### config.mk
export PLATFORM = sky130hd
export DESIGN_NAME = gci_irq_ctrl
export DESIGN_NICKNAME = d
export VERILOG_FILES = /design/src/rtl/gci_pkg.sv /design/src/rtl/gci_edge_watch.sv /design/src/rtl/gci_regs.sv /design/src/rtl/gci_irq_ctrl.sv
export SDC_FILE = /design/constraint.sdc
export NUM_CORES = 1
export LEC_CHECK = 0
export BUFFER_PORTS_ARGS = -buffer_cell sky130_fd_sc_hd__clkbuf_2
export CORE_MARGIN = 1
export CORE_UTILIZATION = 35
export DETAILED_ROUTE_END_ITERATION = 10
export GPL_ROUTABILITY_DRIVEN = 0
export PLACE_DENSITY = 0.82
export SYNTH_ARGS = -nofsm -noshare
export SYNTH_HDL_FRONTEND = slang
export SYNTH_SLANG_ARGS = --single-unit
### constraint.sdc
create_clock -name clk -period 1.84 [get_ports clk]
set_input_delay 0.368 -clock clk [delete_from_list [all_inputs] [get_ports clk]]
set_output_delay 0.368 -clock clk [all_outputs]
set_load 0.02 [all_outputs]
### src/rtl/gci_pkg.sv
package gci_pkg;
  localparam int unsigned ADDR_W = 9;
  localparam int unsigned DATA_W = 32;

  localparam logic [ADDR_W-1:0] OFS_GIE  = 9'h11C;
  localparam logic [ADDR_W-1:0] OFS_STAT = 9'h120;
  localparam logic [ADDR_W-1:0] OFS_EN   = 9'h128;

  localparam int unsigned GIE_BIT = 31;

  typedef enum logic [1:0] {
    SEL_NONE = 2'd0,
    SEL_GIE  = 2'd1,
    SEL_STAT = 2'd2,
    SEL_EN   = 2'd3
  } gci_sel_e;

  function automatic gci_sel_e gci_decode(input logic [ADDR_W-1:0] a);
    case (a)
      OFS_GIE:  return SEL_GIE;
      OFS_STAT: return SEL_STAT;
      OFS_EN:   return SEL_EN;
      default:  return SEL_NONE;
    endcase
  endfunction
endpackage

### src/rtl/gci_edge_watch.sv
module gci_edge_watch #(
  parameter int unsigned W = 8
) (
  input  logic         clk,
  input  logic         rst_n,
  input  logic [W-1:0] din,
  output logic         evt_o
);
  logic [W-1:0] prev_q;
  logic         armed_q;

  always_ff @(posedge clk or negedge rst_n) begin
    if (!rst_n) begin
      prev_q  <= '0;
      armed_q <= 1'b0;
    end else begin
      prev_q  <= din;
      armed_q <= 1'b1;
    end
  end

  assign evt_o = armed_q && (din != prev_q);

  // an input vector held since the last edge never flags an event
  assert_steady_quiet_R1: assert property (@(posedge clk) disable iff (!rst_n)
    $stable(din) |-> !evt_o);
endmodule

### src/rtl/gci_regs.sv
module gci_regs
  import gci_pkg::*;
#(
  parameter int unsigned DUAL_CH = 1,
  parameter int unsigned IRQ_OPT = 1
) (
  input  logic              clk,
  input  logic              rst_n,
  input  logic [1:0]        evt_i,
  input  logic              wr_en,
  input  logic [ADDR_W-1:0] addr,
  input  logic [DATA_W-1:0] wdata,
  output logic [DATA_W-1:0] rdata,
  output logic [1:0]        stat_o,
  output logic [1:0]        en_o,
  output logic              gie_o
);
  localparam logic [1:0] CH_MASK = (DUAL_CH != 0) ? 2'b11 : 2'b01;

  gci_sel_e sel;
  assign sel = gci_decode(addr);

  if (IRQ_OPT != 0) begin : g_on
    logic [1:0] stat_q, stat_d, en_q, en_d;
    logic       gie_q, gie_d, upd;
    logic [DATA_W-1:0] unused_wdata;

    assign unused_wdata = wdata;
    assign upd = wr_en || (|(evt_i & CH_MASK));

    always_comb begin
      stat_d = stat_q;
      en_d   = en_q;
      gie_d  = gie_q;
      if (wr_en) begin
        case (sel)
          SEL_STAT: stat_d = stat_q ^ wdata[1:0];
          SEL_EN:   en_d   = wdata[1:0];
          SEL_GIE:  gie_d  = wdata[GIE_BIT];
          default:  ;
        endcase
      end
      stat_d = (stat_d | evt_i) & CH_MASK;
      en_d   = en_d & CH_MASK;
    end

    always_ff @(posedge clk or negedge rst_n) begin
      if (!rst_n) begin
        stat_q <= '0;
        en_q   <= '0;
        gie_q  <= 1'b0;
      end else if (upd) begin
        stat_q <= stat_d;
        en_q   <= en_d;
        gie_q  <= gie_d;
      end
    end

    always_comb begin
      rdata = '0;
      case (sel)
        SEL_STAT: rdata[1:0]     = stat_q;
        SEL_EN:   rdata[1:0]     = en_q;
        SEL_GIE:  rdata[GIE_BIT] = gie_q;
        default:  rdata = '0;
      endcase
    end

    assign stat_o = stat_q;
    assign en_o   = en_q;
    assign gie_o  = gie_q;

    // a hardware event latches regardless of the enable bit
    assert_evt_sets_ch1_R2: assert property (@(posedge clk) disable iff (!rst_n)
      evt_i[0] |=> stat_q[0]);
    assert_evt_sets_ch2_R2: assert property (@(posedge clk) disable iff (!rst_n)
      (evt_i[1] && DUAL_CH != 0) |=> stat_q[1]);
    // a toggle write without a colliding event inverts exactly the 1 bits
    assert_toggle_ch1_R3: assert property (@(posedge clk) disable iff (!rst_n)
      (wr_en && sel == SEL_STAT && !evt_i[0]) |=> (stat_q[0] == $past(stat_q[0] ^ wdata[0])));
    // no write and no event leaves every register untouched
    assert_hold_R3: assert property (@(posedge clk) disable iff (!rst_n)
      (!wr_en && evt_i == 2'b00) |=> ($stable(stat_q) && $stable(en_q) && $stable(gie_q)));
    // writes to foreign offsets change nothing but event bits
    assert_foreign_write_R9: assert property (@(posedge clk) disable iff (!rst_n)
      (wr_en && sel == SEL_NONE) |=> ($stable(en_q) && $stable(gie_q)));
  end else begin : g_off
    assign rdata  = '0;
    assign stat_o = '0;
    assign en_o   = '0;
    assign gie_o  = 1'b0;
  end
endmodule

### src/rtl/gci_irq_ctrl.sv
module gci_irq_ctrl
  import gci_pkg::*;
#(
  parameter int unsigned CH1_W   = 8,
  parameter int unsigned CH2_W   = 8,
  parameter int unsigned DUAL_CH = 1,
  parameter int unsigned IRQ_OPT = 1
) (
  input  logic              clk,
  input  logic              rst_n,
  input  logic [CH1_W-1:0]  ch1_in,
  input  logic [CH2_W-1:0]  ch2_in,
  input  logic              reg_wr,
  input  logic [ADDR_W-1:0] reg_addr,
  input  logic [DATA_W-1:0] reg_wdata,
  output logic [DATA_W-1:0] reg_rdata,
  output logic              irq_o
);
  logic [1:0] evt, stat, en;
  logic       gie, irq_d, irq_q;

  gci_edge_watch #(.W(CH1_W)) i_watch_ch1 (
    .clk   (clk),
    .rst_n (rst_n),
    .din   (ch1_in),
    .evt_o (evt[0])
  );

  if (DUAL_CH != 0) begin : g_ch2
    gci_edge_watch #(.W(CH2_W)) i_watch_ch2 (
      .clk   (clk),
      .rst_n (rst_n),
      .din   (ch2_in),
      .evt_o (evt[1])
    );
  end else begin : g_no_ch2
    logic [CH2_W-1:0] unused_ch2;
    assign unused_ch2 = ch2_in;
    assign evt[1]     = 1'b0;
  end

  gci_regs #(.DUAL_CH(DUAL_CH), .IRQ_OPT(IRQ_OPT)) i_regs (
    .clk    (clk),
    .rst_n  (rst_n),
    .evt_i  (evt),
    .wr_en  (reg_wr),
    .addr   (reg_addr),
    .wdata  (reg_wdata),
    .rdata  (reg_rdata),
    .stat_o (stat),
    .en_o   (en),
    .gie_o  (gie)
  );

  always_comb irq_d = gie && (|(stat & en));

  always_ff @(posedge clk or negedge rst_n) begin
    if (!rst_n) irq_q <= 1'b0;
    else        irq_q <= irq_d;
  end

  assign irq_o = irq_q;

  // request follows the masked status one cycle later
  assert_irq_gated_R6: assert property (@(posedge clk) disable iff (!rst_n)
    !gie |=> !irq_o);
  assert_irq_raise_R6: assert property (@(posedge clk) disable iff (!rst_n)
    (gie && (|(stat & en))) |=> irq_o);
  assert_irq_drop_R6: assert property (@(posedge clk) disable iff (!rst_n)
    ((stat & en) == 2'b00) |=> !irq_o);
endmodule

==> results.ini, run 1 <==
[hold_path]
min_path_type = input pin to asynchronous set/reset pin

[global_route]
use_met3_pct = 2.597
globalRoute.totalOverflow = 0
antenna_found_initial = 0
gr-usage-met1_pct = 11.84
grt_pass1_wl_microns = 2794
track_usage_pct = 10.65
grt_max_degree = 24
grt_use_met2_pct = 18.05
grt_pass1_vias = 658
busiest_layer = met2

[cts]
clockBufferDepth = 2
numCtsBuffers = 3
ctsRootBufferMaster = clkbuf_4
clkTransAtPathRegs_ns = 0.13
cts-htree-levels = 1
cts.sinks = 23
holdBufCountCts = 0
cts_tree = done
clkLatencyLatePin_ns = 0.31

[power]
p_int_uw = 664.1
p_total_uw = 920.3
ir_drop_uv = 406.3
p_per_area_nw_per_um2 = 657.9
p_clk_share_pct = 25.0
netSwitchingPower_uw = 256.2
pwr-share-seq_pct = 58.2
p_leak_uw = 0.0006739
swShare_pct = 27.84
combPwrFrac_pct = 16.8

[route]
drt-total-wl_microns = 1760
drc = 0
num_vias = 760
drt_iter0_drc = 5
drt_pre_antenna_iters = 3
viasPerCell = 4.108
wire_per_inst_microns = 9.514
final_antenna_net_count = 0

[yosys]
ys_ff_latch = 23
async_flop_share_pct = 100.0
synthAdderAreaFrac_pct = 0
postSynthAreaPerCell_sq_um = 11.76
synth_top_area_share_pct = 48.47
muxShareOfSynthArea_pct = 3.161
synthesis.area_sq_um = 1187
synth_cell_types = 21
synth_top_family_by_area = buffers and inverters
yosys.area.top_type = dfrtp_1
synth_compound_area_share_pct = 2.950
ys_warn_count = 0
synth_simple_gate_area_share_pct = 12.86
synth_common_cells = buf_4, dfrtp_1, xnor2_1
synth.most_common_cell = buf_4
synthTopCellsByArea = dfrtp_1, buf_4, xnor2_1, nand4_1, mux2_1
ys.flop_type = dfrtp_1
ys_seq_area_share_pct = 48.47
postSynthCellCount = 101
yosys.area_share.xor_xnor_pct = 13.28
synth_edf_count = 0

[finish]
final_util_pct = 44.72
final_nets = 202
syn2layout_area_growth_pct = 17.81
drive_gt1_share_pct = 36.17
antenna_cells = 0

[sta]
clock_skew_ns = 0.01176
relSlewSlack_pct = 62.85
tightest_slew_ns = 0.5573
layout_setup_ws_ns = -0.2218
rsz0062_at_grt = true
fmax_mhz = 485.0
fin_tns_setup_ns = -0.6426
finalCritPeriodShare_pct = 112.1
setup_viol = 3
hold_viol = 0
finalMaxSlewViolations = 0
fin_crit_ns = 2.062

[run]
drv_cap = 0

[placement]
io_buffers = 34
place_ws_ns = -0.2658

[floorplanning]
die_x_microns = 60.25
placementRows = 20
core_area_sq_um = 3128
io_pins = 93
fp.dieArea_sq_um = 3629
fp.dieH_microns = 60.25
initial_core_util_pct = 37.96

[status]
status = finished, violations left
violations = negative setup slack

[setup_path]
critPathArrivalTime_ns = 1.69
cp-end-kind = primary output
worstSetupStartpoint = reg_addr[7]
worstSetupStartpointType = input pin
cp.required_ns = 1.47
critPathMaxFanout = 4
path_class = input pin to primary output
r2r-start = i_watch_ch1.prev_q[5]

## cells in the final DEF (no fill, tap or decap), drive strengths merged, types with 2 or more instances in the layout
master,n
nor2b,2
conb,30
dfrtp,23
nand3b,2
nand2,2
mux2,3
clkbuf,35
nand4,5
xnor2,18
o21ai,2
buf,5
nor4,3
a22o,2
## sequential cells by signal (all words and copies together) (netlist names)
signal and flops:
g_ch2.i_watch_ch2.prev_q 8, i_watch_ch1.prev_q 8, i_regs.en_o 2, i_regs.stat_o 2
g_ch2.i_watch_ch2.armed_q 1, i_regs.gie_o 1, irq_o 1
## worst max-delay path: stages
cell and delay (ns):
clkbuf_2 0.08, or4b_4 0.57, nor3b_4 0.25, and2_4 0.20
a22o_4 0.13, buf_8 0.11
## per-stage QoR
step	cell area [sq um]	std cells	hold slack [ns]
6_report	1399	185	0.01637
5_1_grt	1399	185	0.06099
4_1_cts	1390	185	0.03684
3_5_place_dp	1335	180	0.3862
3_3_place_gp	1335	180	0.3749
2_1_floorplan	1313	129	0.07241
## power groups by stage
stage	clock [uW]	sequential, uW	combinational, uW
final	230	536	155
after global placement	0	545	151
after global routing	255	539	175
after CTS	236	537	155
after floorplan	0	544	143
after detailed placement	0	547	154
## cell type report
| type | instances | area [sq um] |
|---|---|---|
| well taps | 44 | 55.05 |
| clock inverters | 1 | 5.005 |
| fillers | 315 | 1729 |
| repair buffers | 37 | 215.2 |
| clock buffers | 3 | 22.52 |
| flip-flops and latches | 23 | 575.6 |
| inverters | 1 | 3.754 |
| multi-input cells | 76 | 521.8 |
## logic make-up (layout without fill, tap and decap cells)
logic type             count (synthesis)  after routing
AND/OR/NAND/NOR                       20             20
other                                  2             30
buffers and inverters                 30             42
flip-flops                            23             23
AO/OA/AOI/OAI                          5              5
multiplexers                           3              3
XOR/XNOR                              18             18
## per-layer routing
layer / wire [microns] / share of wire, %
met1: 670 / 38
met2: 911 / 52
met5: 0 / 0
met3: 135 / 7.7
met4: 42 / 2.4
## path summary, 6_finish.rpt
kind                                                to  slack [ns]  depth (start not counted)
setup / recovery                          reg_rdata[0]       -0.22                          6
hold / removal             g_ch2.i_watch_ch2.prev_q[2]        0.02                          1
setup reg to reg                      i_regs.stat_o[0]        0.83                          4
hold reg to reg                                  irq_o        0.53                          1
max in group asynchronous               i_regs.en_o[1]        1.45                          1
min in group clk                 i_watch_ch1.prev_q[5]        0.17                          1
## repair_timing
action                                  4_1_cts  5_1_grt
pin swaps                                     3        3
endpoints found under the setup margin        3        3
buffers inserted                              1        0
resized for setup                             5        3
(Power assumes the default switching activity.)
==> run 2, diff against run 1 <==
CORE_MARGIN = 10   (was 1)
CORE_UTILIZATION = 42   (was 35)
PLACE_DENSITY = 0.92   (was 0.82)
clock period = 2.4 ns   (was 1.84 ns; I/O delays follow)
==> run 2 against run 1 <==
Against the previous run: the flow now finishes without violations; critical endpoint is now reg_rdata[1]; worst hold slack better by 0.12 ns; critical path depth stayed put; register-to-register slack better by 0.52 ns; first-iteration DRC count grew to 4.6 times the previous value.
==> results.ini, run 2 (synthesis gave the netlist of run 1 again) <==
[cts]
cts-htree-levels = 1  ; unchanged
clockBufferDepth = 2  ; unchanged
clkTransAtPathRegs_ns = 0.11  ; -0.02 ns
cts_tree = done
clkLatencyLatePin_ns = 0.30  ; about the same
numCtsBuffers = 3  ; unchanged
cts.sinks = 23  ; unchanged
ctsRootBufferMaster = clkbuf_4

[power]
p_int_uw = 510.2  ; -23%
p_clk_share_pct = 24.4  ; -0.6 points
p_per_area_nw_per_um2 = 531.6  ; -19%
combPwrFrac_pct = 17.0  ; +0.2 points
ir_drop_uv = 451.3  ; +11%
netSwitchingPower_uw = 191.5  ; -25%
swShare_pct = 27.29  ; -0.55 points
p_leak_uw = 0.0006416  ; -4.8%
p_total_uw = 701.7  ; -24%
pwr-share-seq_pct = 58.6  ; +0.4 points

[finish]
final_cell_mix = clkbuf_2, conb_1, dfrtp_1, xnor2_1, nand4_1
stdcell_area_sq_um = 1320  ; -5.6%
fill_cells = 264  ; -16%
syn2layout_area_growth_pct = 11.17
regArea_sq_um = 575.6  ; unchanged
final_nets = 200  ; -0.99%
antenna_cells = 0  ; unchanged
drive_gt1_share_pct = 32.37  ; -3.8 points
final_common_cell = clkbuf_2
top_regs = g_ch2.i_watch_ch2.prev_q (8), i_watch_ch1.prev_q (8)
multiInputGateArea_sq_um = 498.0  ; -4.6%

[setup_path]
worstSetupStartpoint = reg_addr[7]
cp-end-kind = primary output
worstSetupStartpointType = input pin
r2r-start = i_watch_ch1.prev_q[3]
setup.reg_to_reg.worst_slack_ns = 1.35  ; +0.52 ns
critPathArrivalTime_ns = 1.88  ; +0.19 ns
path_class = input pin to primary output
crit_path_end = reg_rdata[1]
rr_endpoint = i_regs.stat_o[0]
cp.required_ns = 1.92  ; +0.45 ns
rr_worst_depth = 4  ; unchanged
critPathMaxFanout = 4  ; unchanged

[sta]
layout_setup_ws_ns = 0.03952  ; +0.2613 ns
clock_skew_ns = 0.001766  ; -0.009995 ns
rsz0062_at_grt = false
hold_viol = 0  ; unchanged
setup_viol = 0  ; -3
fin_crit_ns = 2.360
fmax_mhz = 423.6
finalCritPeriodShare_pct = 98.35
finalMaxSlewViolations = 0  ; unchanged
tightest_slew_ns = 0.5384  ; -0.01886 ns
relSlewSlack_pct = 64.10  ; +1.3 points
fin_tns_setup_ns = 0  ; +0.6426 ns

[floorplanning]
fp.dieH_microns = 73.17  ; +21%
fp.dieArea_sq_um = 5354  ; +48%
initial_core_util_pct = 43.43  ; +5.5 points
core_area_sq_um = 2734  ; -13%
io_pins = 93  ; unchanged
placementRows = 19  ; -5.0%
die_x_microns = 73.17  ; +21%

[global_route]
busiest_layer = met2
grt_pass1_vias = 792  ; +20%
track_usage_pct = 7.918  ; -2.7 points
antenna_found_initial = 0  ; unchanged
use_met3_pct = 5.170  ; +2.6 points
grt_max_degree = 24  ; unchanged
grt_pass1_wl_microns = 3498  ; +25%
gr-usage-met1_pct = 8.831  ; -3.0 points
globalRoute.totalOverflow = 0  ; unchanged
grt_use_met2_pct = 11.65  ; -6.4 points

[route]
drt-total-wl_microns = 2289  ; +30%
drt_pre_antenna_iters = 4  ; +1
final_antenna_net_count = 0  ; unchanged
drt_iter0_drc = 23  ; +18
num_vias = 731  ; -3.8%
viasPerCell = 4.300  ; +4.7%
wire_per_inst_microns = 13.46  ; +42%
drc = 0  ; unchanged

[placement]
dp_hpwl_microns = 1986
placedInstanceArea_sq_um = 1284  ; -3.8%
place_ws_ns = 0.02580  ; +0.2916 ns
io_buffers = 34  ; unchanged

[status]
status = finished clean

[hold_path]
min_path_type = input pin to asynchronous set/reset pin

[run]
drv_cap = 0  ; unchanged

## run 2: cell count changes in the layout (fill, tap and decap cells not counted)
cell      before  now
a22o_1         0    2
a22o_4         2    0
buf_4          3    1
buf_8          2    0
clkbuf_2      31   33
buf_2          0    1
clkbuf_1       0    1
clkbuf_4       4    3
clkinv_2       1    0
nor4_1         2    3
nor4_2         1    0
## run 2: worst max-delay path, stage by stage
cell      delay (ns)
clkbuf_2        0.08
or4b_4          0.57
nor3b_4         0.27
and2_4          0.18
a22o_1          0.14
buf_2           0.16
## run 2: area by class of cell
type	count	share of cell area (%)
clock buffer	4	1.991
inverter	1	0.2844
multi-input combinational	76	37.73
sequential	23	43.60
tap	31	2.938
timing repair buffer	35	13.46
## run 2: worst min-delay path by stage
stage	startpoint	depth (start not counted)	end
after floorplan	rst_n	0	g_ch2.i_watch_ch2.armed_q
after global placement	rst_n	1	g_ch2.i_watch_ch2.prev_q[2]
after detailed placement	rst_n	1	g_ch2.i_watch_ch2.prev_q[7]
after CTS	rst_n	1	i_watch_ch1.prev_q[0]
after global routing	rst_n	1	i_watch_ch1.prev_q[5]
final	rst_n	1	g_ch2.i_watch_ch2.prev_q[7]
## run 2: repair_timing
item / 4_1_cts / 5_1_grt
resized for setup: 0 / 2
setup endpoints to repair: 0 / 2
setup buffers: 0 / 1
hold endpoints to repair: 0 / 0
hold buffers: 0 / 0
## run 2: power groups by stage
stage	clock network, uW	registers [uW]	logic (uW)
2_1_floorplan	0	417	110
3_3_place_gp	0	418	115
3_5_place_dp	0	418	117
4_1_cts	182	411	117
5_1_grt	195	413	131
6_report	171	411	119
## run 2: through the flow
stage | hold slack, ns | instances | utilization, %
final | 0.1333 | 170 | 48.28
after global routing | 0.1632 | 170 | 48.28
after CTS | 0.1452 | 169 | 47.92
after detailed placement | 0.4923 | 165 | 46.96
after global placement | 0.4825 | 165 | 46.96
after floorplan | 0.1844 | 129 | -
## run 2: per-layer routing
layer | up-vias | share of wire [%]
li1 | 355 | -
met3 | 2 | 23
met4 | 0 | 1.0
met2 | 62 | 39
met5 | - | 0
met1 | 312 | 38
==> run 3, diff against run 2 <==
PLACE_DENSITY = 0.85   (was 0.92)
==> run 3 against run 2 <==
Against the previous run: critical path depth unchanged; design area up 1.2%; core utilization increased by 0.59 points; die area stayed put; maximum frequency rose by 0.35%; clock-buffer cell count is the same; combinational power about the same; largest power group unchanged; highest routed layer is now met3.
==> results.ini, run 3 (synthesis gave the netlist of run 1 again) <==
[run]
drv_cap = 0  ; unchanged

[global_route]
globalRoute.totalOverflow = 0  ; unchanged
track_usage_pct = 8.029  ; +0.11 points
grt_max_degree = 24  ; unchanged
grt_pass1_wl_microns = 3567  ; +2.0%
grt_pass1_vias = 849  ; +7.2%
antenna_found_initial = 0  ; unchanged

[sta]
fin_tns_setup_ns = 0  ; unchanged
setup_viol = 0  ; unchanged
clock_skew_ns = 0.002210  ; +0.0004435 ns
tightest_slew_ns = 0.5543  ; +0.01584 ns
finalCritPeriodShare_pct = 98.01  ; -0.35 points
fmax_mhz = 425.1  ; +0.35%
fin_crit_ns = 2.352  ; -0.008297 ns
hold_ws_ns = 0.1464  ; +0.01311 ns
finalMaxSlewViolations = 0  ; unchanged
hold_viol = 0  ; unchanged
relSlewSlack_pct = 63.05  ; -1.1 points
rsz0062_at_grt = true

[setup_path]
rr_worst_depth = 4  ; unchanged
path_cells = clkbuf_2 > or4b_4 > nor3b_4 > buf_4 > and4_2 > buf_4
cp-end-kind = primary output
path_class = input pin to primary output
max_stage_delay_ns = 0.57  ; about the same
setup.reg_to_reg.worst_slack_ns = 1.40  ; +0.05 ns
r2r-start = g_ch2.i_watch_ch2.prev_q[5]
cp.required_ns = 1.92  ; about the same
rr_endpoint = i_regs.stat_o[1]
worstSetupStartpointType = input pin
cpMaxStageDelayCell = or4b_4
cp_common_cell = buf_4
critPathMaxFanout = 4  ; unchanged
critPathArrivalTime_ns = 1.87  ; about the same

[floorplanning]
fp.dieArea_sq_um = 5354  ; unchanged
core_area_sq_um = 2734  ; unchanged
fp.dieH_microns = 73.17  ; unchanged
initial_core_util_pct = 43.43  ; unchanged
placementRows = 19  ; unchanged
die_x_microns = 73.17  ; unchanged
io_pins = 93  ; unchanged

[route]
wire_per_inst_microns = 13.77  ; +2.2%
viasPerCell = 4.526  ; +5.3%
final_antenna_net_count = 0  ; unchanged
drt_iter0_drc = 5  ; -78%
drc = 0  ; unchanged
drt-total-wl_microns = 2354  ; +2.8%
num_vias = 774  ; +5.9%
drt_pre_antenna_iters = 2  ; -2

[power]
p_per_area_nw_per_um2 = 523.2  ; -1.6%
p_leak_uw = 0.0006493  ; +1.2%
ir_drop_uv = 326.3  ; -28%

[finish]
post_layout_nonfiller_instances = 171  ; +0.59%
regArea_sq_um = 575.6  ; unchanged
drive_gt1_share_pct = 32.86  ; +0.48 points
antenna_cells = 0  ; unchanged
final_nets = 201  ; +0.50%
syn2layout_area_growth_pct = 12.54
final_cell_mix = clkbuf_2, conb_1, dfrtp_1, xnor2_1, nand4_1
final_util_pct = 48.88  ; +0.59 points
final_common_cell = clkbuf_2
fill_cells = 273  ; +3.4%
multiInputGateArea_sq_um = 498.0  ; unchanged
top_regs = g_ch2.i_watch_ch2.prev_q (8), i_watch_ch1.prev_q (8)

[status]
status = finished clean

[cts]
clockBufferDepth = 2  ; unchanged
numCtsBuffers = 3  ; unchanged
cts-htree-levels = 1  ; unchanged
clkLatencyLatePin_ns = 0.30  ; about the same
ctsRootBufferMaster = clkbuf_4
clkTransAtPathRegs_ns = 0.12  ; about the same
cts.sinks = 23  ; unchanged
cts_tree = done

[placement]
dp.cells = 165  ; unchanged
dp_hpwl_microns = 2106  ; +6.1%
io_buffers = 34  ; unchanged

[hold_path]
min_path_type = input pin to asynchronous set/reset pin

==> run 3: worst max-delay path by stage <==
| stage | start | to |
|---|---|---|
| 3_3_place_gp | reg_addr[7] | reg_rdata[0] |
| 5_1_grt | reg_addr[7] | reg_rdata[31] |
| 4_1_cts | reg_addr[7] | reg_rdata[1] |
| 6_report | reg_addr[7] | reg_rdata[31] |
| 2_1_floorplan | reg_addr[7] | reg_rdata[0] |
| 3_5_place_dp | reg_addr[7] | reg_rdata[1] |
==> run 3: per-stage QoR <==
step	cell area, sq um	setup slack (ns)	power [uW]
after floorplan	1292	0.2486	526.8
after global placement	1284	0.05076	531.4
after detailed placement	1284	0.02474	537.1
after CTS	1310	0.02386	712.8
after global routing	1336	-0.001030	743.7
final	1336	0.04781	699.1
==> run 3: layer usage <==
layer  track usage (%)  vias to the layer above  share of wire, %
li1                  -                      358                 -
met1             7.876                      367                34
met2             13.75                       49                46
met3             5.578                        0                20
met4             1.266                        0                 0
met5                 0                        -                 0
==> run 3: worst max-delay path, delay by kind of cell <==
kind	cells	cell delay (ns)
buffers and inverters	3	0.37
and+or+nand+nor	3	1.03
==> run 3: timing repair <==
| item | in CTS | in global routing |
|---|---|---|
| hold endpoints to repair | 0 | 0 |
| setup endpoints to repair | 0 | 2 |
| gates resized for setup | 0 | 7 |
| buffers inserted | 0 | 2 |
| hold buffers | 0 | 0 |
==> run 3: where the power goes <==
part           internal [uW]  switching (uW)  total (uW)
registers                403            7.83         411
clock network           64.7             104         169
logic                   42.4            76.8         119
total                    510             189         699
==> run 3: final cells by class <==
| cell class | instances | area share (%) |
|---|---|---|
| flip-flops and latches | 23 | 43.07 |
| multi-input cells | 76 | 37.27 |
| repair buffers | 36 | 14.51 |
| well taps | 31 | 2.903 |
| clock buffers | 4 | 1.966 |
| inverters | 1 | 0.2809 |
